<file path="src/rtl/wpr_pkg.sv">
package wpr_pkg;
  localparam int POS_W = 6;
  localparam int N_POT = 2;
  localparam int N_DR  = 4;

  typedef enum logic [1:0] {
    SRC_HOLD,
    SRC_STEP,
    SRC_WRITE,
    SRC_LOAD
  } wpr_src_e;

  typedef struct packed {
    logic recall;
    logic par_en;
    logic wr_en;
    logic step_en;
    logic step_up;
  } wpr_ctl_t;
endpackage

</file>
<file path="src/rtl/wpr_cell.sv">
module wpr_cell
  import wpr_pkg::*;
#(
  parameter int W   = 6,
  parameter int NDR = 4,
  localparam int IW = (NDR > 1) ? $clog2(NDR) : 1
) (
  input  logic             clk,
  input  wpr_ctl_t         ctl,
  input  logic [IW-1:0]    dr_idx,
  input  logic [NDR*W-1:0] dr_vec,
  input  logic [W-1:0]     wr_val,
  output logic [W-1:0]     pos
);
  localparam logic [W-1:0] TOP = {W{1'b1}};
  localparam logic [W-1:0] BOT = '0;

  logic [W-1:0] pick;
  logic [W-1:0] stepped;
  logic [W-1:0] nxt;

  // selected data register
  always_comb begin
    pick = dr_vec[W-1:0];
    for (int k = 0; k < NDR; k++) begin
      if (dr_idx == IW'(k)) pick = dr_vec[k*W +: W];
    end
  end

  // saturating step
  always_comb begin
    stepped = pos;
    if (ctl.step_up) begin
      if (pos != TOP) stepped = pos + 1'b1;
    end else begin
      if (pos != BOT) stepped = pos - 1'b1;
    end
  end

  // fixed priority: recall, parallel, write, step
  always_comb begin
    if (ctl.recall)       nxt = dr_vec[W-1:0];
    else if (ctl.par_en)  nxt = pick;
    else if (ctl.wr_en)   nxt = wr_val;
    else if (ctl.step_en) nxt = stepped;
    else                  nxt = pos;
  end

  always_ff @(posedge clk) begin
    pos <= nxt;
  end
endmodule

</file>
<file path="src/rtl/wpr_tap_dec.sv">
module wpr_tap_dec #(
  parameter int W = 6,
  localparam int NT = 1 << W
) (
  input  logic [W-1:0]  pos,
  output logic [NT-1:0] tap
);
  for (genvar j = 0; j < NT; j++) begin : g_tap
    assign tap[j] = (pos == W'(j));
  end
endmodule

</file>
<file path="src/rtl/wpr_bank.sv">
module wpr_bank
  import wpr_pkg::*;
#(
  parameter int W    = POS_W,
  parameter int NP   = N_POT,
  parameter int NDR  = N_DR,
  localparam int PSW = (NP > 1) ? $clog2(NP) : 1,
  localparam int RSW = (NDR > 1) ? $clog2(NDR) : 1,
  localparam int NT  = 1 << W
) (
  input  logic                clk,
  input  logic                rst_n,
  input  logic                recall_stb,
  input  logic                par_ld,
  input  logic                par_all,
  input  logic                wr_ld,
  input  logic [W-1:0]        wr_data,
  input  logic                step_stb,
  input  logic                step_up,
  input  logic [PSW-1:0]      pot_sel,
  input  logic [RSW-1:0]      reg_sel,
  input  logic [NP*NDR*W-1:0] dr_bus,
  output logic [NP*W-1:0]     pos,
  output logic [NP*NT-1:0]    tap_sel
);
  logic recall_any;
  assign recall_any = !rst_n || recall_stb;

  for (genvar i = 0; i < NP; i++) begin : g_pot
    logic     me;
    wpr_ctl_t ctl;

    assign me          = (pot_sel == PSW'(i));
    assign ctl.recall  = recall_any;
    assign ctl.par_en  = par_ld && (par_all || me);
    assign ctl.wr_en   = wr_ld && me;
    assign ctl.step_en = step_stb && me;
    assign ctl.step_up = step_up;

    wpr_cell #(.W(W), .NDR(NDR)) u_cell (
      .clk    (clk),
      .ctl    (ctl),
      .dr_idx (reg_sel),
      .dr_vec (dr_bus[i*NDR*W +: NDR*W]),
      .wr_val (wr_data),
      .pos    (pos[i*W +: W])
    );

    wpr_tap_dec #(.W(W)) u_dec (
      .pos (pos[i*W +: W]),
      .tap (tap_sel[i*NT +: NT])
    );
  end
endmodule

</file>
<file path="config.mk">
export PLATFORM = sky130hd
export DESIGN_NAME = wpr_bank
export DESIGN_NICKNAME = d
export VERILOG_FILES = /design/src/rtl/wpr_pkg.sv /design/src/rtl/wpr_cell.sv /design/src/rtl/wpr_tap_dec.sv /design/src/rtl/wpr_bank.sv
export SDC_FILE = /design/constraint.sdc
export NUM_CORES = 1
export LEC_CHECK = 0
export CORE_MARGIN = 5
export CORE_UTILIZATION = 34
export CTS_CLUSTER_SIZE = 24
export DETAILED_ROUTE_END_ITERATION = 8
export GPL_ROUTABILITY_DRIVEN = 0
export PLACE_DENSITY = 0.88
export SYNTH_ARGS = -nofsm -noshare
export SYNTH_HDL_FRONTEND = slang
export SYNTH_SLANG_ARGS = --single-unit
export TNS_END_PERCENT = 30
</file>
<file path="constraint.sdc">
create_clock -name clk -period 3.1 [get_ports clk]
set_input_delay 0.62 -clock clk [delete_from_list [all_inputs] [get_ports clk]]
set_output_delay 0.62 -clock clk [all_outputs]
set_load 0.03 [all_outputs]
</file>
After elaboration in Yosys (flattened, before gate mapping)
Index checks and enable logic that the tools add are counted.

cells by class
  mux-type cells = 20
  bitwise logic cells = 1
  reduce and logical (&&, ||, !) cells = 20
  add/subtract/negate cells = 4
  eq/ne operators = 133

operator list
  kind                                                                     number
  6-bit equality test, second input constant                               64
  6-bit by 5-bit equality test with 1-bit output, second input constant    32
  6-bit 2-to-1 mux                                                         20
  6-bit by 4-bit equality test with 1-bit output, second input constant    16
  6-bit by 3-bit equality test with 1-bit output, second input constant    8
  6-bit by 2-bit equality test with 1-bit output, second input constant    4
  6-bit by 1-bit adder with 6-bit output, second input constant            2
  6-bit by 1-bit equality test with 1-bit output, second input constant    2
  6-bit zero test                                                          2
  6-bit inequality test, second input constant                             2
  6-bit nonzero test                                                       2
  6-bit by 1-bit subtractor with 6-bit output, second input constant       2
  5-bit by 1-bit inequality test with 1-bit output, second input constant  2
  5-bit nonzero test                                                       2
  4-bit nonzero test                                                       2
  1-bit logical AND                                                        6
  3-bit AND reduction                                                      2
  2-bit equality test, second input constant                               2
  1-bit logical OR                                                         3
  2-bit by 1-bit equality test with 1-bit output, second input constant    1
  1-bit zero test                                                          1
  1-bit NOT                                                                1

word-level totals
  word-level logic and storage cells = 180
  output and inout bits = 140
  register bits = 12
  input bits = 65

Longest topological paths before layout
Gate-level depths: netlist of the first run.

  word-level depth = 7
  gate-level depth with buffers = 6
  gate-level depth less buffers = 6

By module
A second synthesis of the first run with hierarchy kept.

second synthesis, totals
  cell total of the unflattened synthesis = 344
  area total of the unflattened synthesis = 2517.4 µm²

modules (own cells, without submodules)
  module       sequential area each (µm²)  cells each  area an instance (µm²)  instances
  wpr_cell     180.2                       73          772.0                   2
  wpr_tap_dec  0.0                         95          461.7                   2
  wpr_bank     0.0                         8           50.0                    1

Worst setup path after synthesis of the first run
OpenSTA, ideal clock, no wires.

  path kind = reg-to-output
  start = register g_pot[1].u_cell.pos[0]
  end = output port tap_sel[80]
  data required time = 2.480 ns
  setup slack = 0.616 ns
  stages on the path, launching flop included = 5
  path buffers = 0
  arrival time = 1.864 ns
  path through = edfxtp_1 > inv_1 > ha_1 > or3b_2 > nor2_1

between the ends
  word-level cells in the longest chain between the ends = 1

RTL lines
  what                                            RTL line          RTL
  start, declared                                 wpr_cell.sv:13    output logic [W-1:0] pos
  start signal, assigned                          wpr_cell.sv:50    pos <= nxt;
  6-bit by 5-bit equality test with 1-bit output  wpr_tap_dec.sv:9  assign tap[j] = (pos == W'(j));
  end, declared                                   wpr_bank.sv:24    output logic [NP*NT-1:0] tap_sel

Every way passes these cells.

Worst setup path after layout of the first run
  start = register g_pot[1].u_cell.pos[1]
  end = output port tap_sel[64]

between the ends
  word-level cells in the longest chain between the ends = 1

RTL lines
  what             RTL line
  6-bit zero test  wpr_tap_dec.sv:9

Every way passes these cells.

==> results of run 1 <==
## per-stage QoR
step	setup slack [ns]	util, %
floorplan	0.6157	-
finish	0.1054	68.20
global route	0.003788	68.20
detailed placement	0.2856	67.44
CTS	0.07481	68.08
global placement	0.3838	67.44
## per-layer routing
metal | vias to the layer above | wire [um] | GRT usage, %
met5 | - | 0 | 0
met4 | 0 | 166 | 5.990
met3 | 15 | 848 | 3.967
met2 | 178 | 4946 | 39.96
met1 | 1426 | 3685 | 23.84
li1 | 1534 | - | -
## worst paths after layout
kind                            end  slack (ns)                    from  cells past startpoint
max                     tap_sel[64]        0.11  g_pot[1].u_cell.pos[1]                      5
min reg2reg  g_pot[1].u_cell.pos[5]        0.80  g_pot[1].u_cell.pos[5]                      2
max reg2reg  g_pot[0].u_cell.pos[5]        0.60  g_pot[0].u_cell.pos[0]                      4
min          g_pot[1].u_cell.pos[5]        0.80  g_pot[1].u_cell.pos[5]                      2
## report_power, final
group          leakage [nW]  total (mW)  switching, mW  internal (mW)
Sequential            0.126       0.236         0.0325          0.203
Combinational          1.43       0.643          0.366          0.276
Clock                0.0216       0.134         0.0487         0.0849
Total                  1.58        1.01          0.447          0.565
## worst max-delay path, stage by stage (launching register included)
cell	delay, ns
edfxtp_1	0.45
inv_1	0.13
ha_1	0.21
or3b_2	0.54
nor2_1	0.12
clkdlybuf4s50_1	0.68
## final cells by class
class	instances	area (um^2)	area share, %
clock buffers	3	41.29	0.9480
inverters	7	26.28	0.6033
multi-input cells	298	1737	39.87
flip-flops and latches	12	360.3	8.273
well taps	77	96.34	2.212
repair buffers	210	2095	48.09
## logic make-up after synthesis
logic type,after synthesis
fa+ha+maj,10
flops,12
simple gates,226
buf+inv,33
mux,16
compound gates,37
xor+xnor,9
## Yosys cell counts, drive strengths merged, types with 3 or more instances
library cell	number	area [um^2]
a211oi	5	42.54
a21oi	5	25.02
and2	3	18.77
buf	5	31.28
clkbuf	21	80.07
edfxtp	12	360.4
ha	10	125.1
inv	7	26.28
mux2i	4	40.04
mux4	12	270.3
nand2	38	142.6
nand2b	6	37.54
nand3	9	45.04
nor2	143	536.8
nor2b	8	50.05
nor3	7	35.03
o21ai	4	20.01
o22ai	4	25.02
o31ai	6	45.04
xnor2	3	26.28
xor2	6	52.55
## layout by cell type (no fill, tap or decap), drive strengths merged, types with 3 or more instances in the layout
cell type      instances
a211oi                 5
a21oi                  5
and2                   3
buf                    6
clkbuf                 3
clkdlybuf4s50        201
dlymetal6s2s           3
edfxtp                12
ha                    10
inv                    7
mux2i                  4
mux4                  12
nand2                 38
nand2b                 6
nand3                  9
nor2                 143
nor2b                  8
nor3                   7
o21ai                  4
o22ai                  4
o31ai                  6
xnor2                  3
xor2                   6
==> out/summary.txt, run 1 <==
Slew @ Worst Pin -> 1.103 ns
Ports -> 205
fmax -> 0.3339 GHz
post-synth cell types -> 47
area share of fa/ha/maj cells after synthesis -> 5.599%
Post-Synth XOR/XNOR Area -> 3.527%
largest family of logic cells by synthesized area -> simple AND/OR/NAND/NOR gates
Post-DP HPWL -> 8216 um
outcome -> completed
MaxCap Viol Count -> 0
Final period util -> 96.60%
die width -> 91.07 um
Clock Sinks -> 12
share of flip-flops with an asynchronous set or reset -> 0%
final setup fails -> 0
antenna violations before repair -> 0
hold buffer count at cts -> 0
Slew Limit Fails -> 0
syn nets -> 418
EDFF count, synth -> 12
CP Launch Type -> flip-flop
PortBufs -> 204
DR WL/cell -> 15.89 um
P per Cell Area -> 232.4 nW/um^2
Rows -> 29
Tmin final -> 2.995 ns
Regs by FF count -> g_pot.u_cell.pos (12)
compound-gate portion of the synthesized area -> 11.98%
synthesized area -> 2235 um^2
Cell Count, Final, Fillers Out -> 607
core area -> 6386 um^2
Sum Neg Setup Slack -> 0 ns
fillcell total -> 518
Hold Slack -> 0.7959 ns
total power -> 1.012 mW
clock-pin slew on the worst setup and hold paths -> 0.05 ns
TritonRoute pass-1 iters -> 4
mean post-synth cell area -> 6.515 um^2
Clock Skews -> 0.0001406 ns
DP Cell Count -> 604
Via density -> 5.194
vias post-DR -> 3153
vias in the first global route -> 3016
Synth-to-Final Area Change -> 94.90%
# DRC -> 0
Crit Path Max Fanout -> 6
die area -> 8294 um^2
gr ovfl total -> 0
Placed Area -> 4307 um^2
sequential fraction of the synthesis area -> 16.13%
ANT cells -> 0
Die Ht -> 91.07 um
#FFs+latches synth -> 12
wirelength, routed -> 9646 um
Root Buffer -> clkbuf_8
Antenna Nets Post-Route -> 0
final instance area -> 4355 um^2
Inserted Clock Buffers -> 3
post-synthesis mux area share -> 13.89%
LEAKAGE -> 1.579 nW
largest register by flop count -> g_pot.u_cell.pos
Worst Path Class, Setup -> flip-flop to output port
HP Class -> flip-flop to flip-flop
DRT iter0 DRCs -> 157
largest net degree at the start of global routing -> 18
CP required -> 2.48 ns
post_cts resized -> 0
Starting Density -> 34.99%
RSZ-0062 raised after global routing -> false
Arr. time, crit path -> 2.37 ns
Clock Tree Buf Depth -> 2
first-pass GRT wire length -> 14820 um
Crit. End Element -> output port
Fin. Hold Viols -> 0
synth warn -> 0
Main synth FF type -> edfxtp_1
max reg flops -> 12
Total GRT Usage -> 21.12%
CTS H-Tree Depth -> 1
layout cells sized above 1 -> 5.283%
final net count -> 607
simple-gate share of the synthesized area -> 42.72%
CTS tree -> built
clock latency on the worst-skew pair -> 0.23 ns
Peak VDD IR -> 159.9 uV
Max-Slew Margin vs Limit -> 25.49%
Syn Inst Count -> 343
Post-CTS Setup Inserts -> 0
No activity file was read; power rests on OpenSTA's default activity.
==> run 2: changes to the inputs <==
CORE_UTILIZATION = 32   (was 34)
GPL_ROUTABILITY_DRIVEN = 1   (was 0)
HOLD_SLACK_MARGIN = 0.15   (was default)
PLACE_DENSITY = 0.83   (was 0.88)
clock period = 2.8 ns   (was 3.1 ns; I/O delays follow)
==> out/summary.txt, run 2 (same netlist as run 1, synthesis figures left out) <==
DR WL/cell -> 15.27 um (was 15.89 um)
CP Launch Type -> flip-flop (unchanged)
Max-Slew Margin vs Limit -> 23.94% (was 25.49%)
largest net degree at the start of global routing -> 19 (was 18)
max reg flops -> 12 (unchanged)
Regs by FF count -> g_pot.u_cell.pos (12) (unchanged)
Die Ht -> 93.57 um (was 91.07 um)
gr ovfl total -> 0 (unchanged)
ANT cells -> 0 (unchanged)
RSZ-0062 raised after global routing -> true (was false)
Inserted Clock Buffers -> 3 (unchanged)
commonest cells after routing, fill and taps aside -> clkdlybuf4s50_1, nor2_1, nand2_1, mux4_2, edfxtp_1 (unchanged)
Synth-to-Final Area Change -> 97.09% (was 94.90%)
P per Cell Area -> 256.2 nW/um^2 (was 232.4 nW/um^2)
Slew @ Worst Pin -> 1.126 ns (was 1.103 ns)
Tmin final -> 2.717 ns
# DRC -> 0 (unchanged)
Peak VDD IR -> 147.7 uV (was 159.9 uV)
CTS H-Tree Depth -> 1 (unchanged)
final setup fails -> 0 (unchanged)
CP required -> 2.24 ns (was 2.48 ns)
Clock Tree Buf Depth -> 2 (unchanged)
Worst Path Class, Setup -> flip-flop to output port (unchanged)
HP Class -> flip-flop to flip-flop (unchanged)
clock latency on the worst-skew pair -> 0.23 ns (about the same)
die width -> 93.57 um (was 91.07 um)
Post-CTS Setup Inserts -> 0 (unchanged)
Arr. time, crit path -> 2.16 ns (was 2.37 ns)
LEAKAGE -> 1.624 nW (was 1.579 nW)
Antenna Nets Post-Route -> 0 (unchanged)
largest register by flop count -> g_pot.u_cell.pos (unchanged)
setup ws final -> 0.08319 ns (was 0.1054 ns)
fmax -> 0.3681 GHz
Root Buffer -> clkbuf_8 (unchanged)
Crit Path Max Fanout -> 8 (was 6)
vias post-DR -> 3115 (was 3153)
Rows -> 30 (was 29)
clock-pin slew on the worst setup and hold paths -> 0.05 ns (about the same)
Clock Sinks -> 12 (unchanged)
DRT iter0 DRCs -> 132 (was 157)
outcome -> completed (unchanged)
MaxCap Viol Count -> 0 (unchanged)
RePlAce Congestion -> 0.8292
DP Worst Slack -> 0.1057 ns (was 0.2856 ns)
Fin. Hold Viols -> 0 (unchanged)
Crit. End Element -> output port (unchanged)
layout cells sized above 1 -> 6.754% (was 5.283%)
Starting Density -> 32.89% (was 34.99%)
Slew Limit Fails -> 0 (unchanged)
Post-DP HPWL -> 8155 um (was 8216 um)
wirelength, routed -> 9602 um (was 9646 um)
commonest non-fill, non-tap cell in the layout -> clkdlybuf4s50_1 (unchanged)
final net count -> 610 (was 607)
TritonRoute pass-1 iters -> 4 (unchanged)
PortBufs -> 204 (unchanged)
die area -> 8754 um^2 (was 8294 um^2)
Total GRT Usage -> 20.15% (was 21.12%)
Ports -> 205 (unchanged)
Sum Neg Setup Slack -> 0 ns (unchanged)
antenna violations before repair -> 0 (unchanged)
Final period util -> 97.03%
vias in the first global route -> 2937 (was 3016)
core area -> 6794 um^2 (was 6386 um^2)
CTS tree -> built (unchanged)
Via density -> 4.952 (was 5.194)
first-pass GRT wire length -> 14470 um (was 14820 um)
Clock Skews -> 0.0003398 ns (was 0.0001406 ns)
[run 2: cell types whose count changed in the layout (fill, tap and decap cells not counted), sizes merged]
cell	change
dlygate4sd2	+2
clkdlybuf4s50	-5
dlymetal6s2s	+1
buf	+5
[run 2: per-stage QoR]
stage / area [um^2] / utilization, % / hold WS, ns / std cells / power [mW]
6_report: 4404 / 64.83 / 0.8690 / 629 / 1.128
5_1_grt: 4404 / 64.83 / 0.9534 / 629 / 1.190
4_1_cts: 4387 / 64.57 / 0.8538 / 629 / 1.128
3_5_place_dp: 4348 / 64.00 / 0.8348 / 626 / 0.9801
3_3_place_gp: 4348 / 64.00 / 0.7839 / 626 / 0.9683
2_1_floorplan: 2235 / - / 0.7454 / 343 / 0.6825
[run 2: layout make-up]
| class | count | area (um^2) |
|---|---|---|
| inverter | 7 | 26.28 |
| tap | 96 | 120.1 |
| fill | 590 | 2390 |
| timing repair buffer | 213 | 2112 |
| clock buffer | 3 | 41.29 |
| sequential | 12 | 360.3 |
| multi-input combinational | 298 | 1744 |
[run 2: worst max-delay path: stages, from the launching register on]
cell             delay [ns]
edfxtp_1               0.50
buf_4                  0.21
nor2b_1                0.23
nand2_1                0.16
nor2_1                 0.13
clkdlybuf4s50_1        0.69
[run 2: metal layers]
layer	share of wire (%)	wire length (um)	GRT usage [%]
met1	40	3854	23.45
met2	49	4751	37.76
met3	9.5	914	4.103
met4	0.85	82	4.332
met5	0	0	0
[run 2: report_power, final]
group / internal (mW) / total, mW / switching [mW]
Clock: 0.0939 / 0.148 / 0.0536
Sequential: 0.225 / 0.265 / 0.0401
Combinational: 0.311 / 0.716 / 0.405
Total: 0.630 / 1.13 / 0.499
[run 2: repair_timing]
action | CTS | global route
hold buffers | 0 | 0
endpoints found under the setup margin | 2 | 22
gates resized for setup | 2 | 7
[run 2: final timing paths]
kind,to,cells past startpoint,startpoint,slack [ns]
max reg2reg,g_pot[0].u_cell.pos[3],5,g_pot[0].u_cell.pos[0],0.32
max,tap_sel[103],5,g_pot[1].u_cell.pos[3],0.08
min,g_pot[1].u_cell.pos[4],2,g_pot[1].u_cell.pos[4],0.87
min reg2reg,g_pot[1].u_cell.pos[4],2,g_pot[1].u_cell.pos[4],0.87
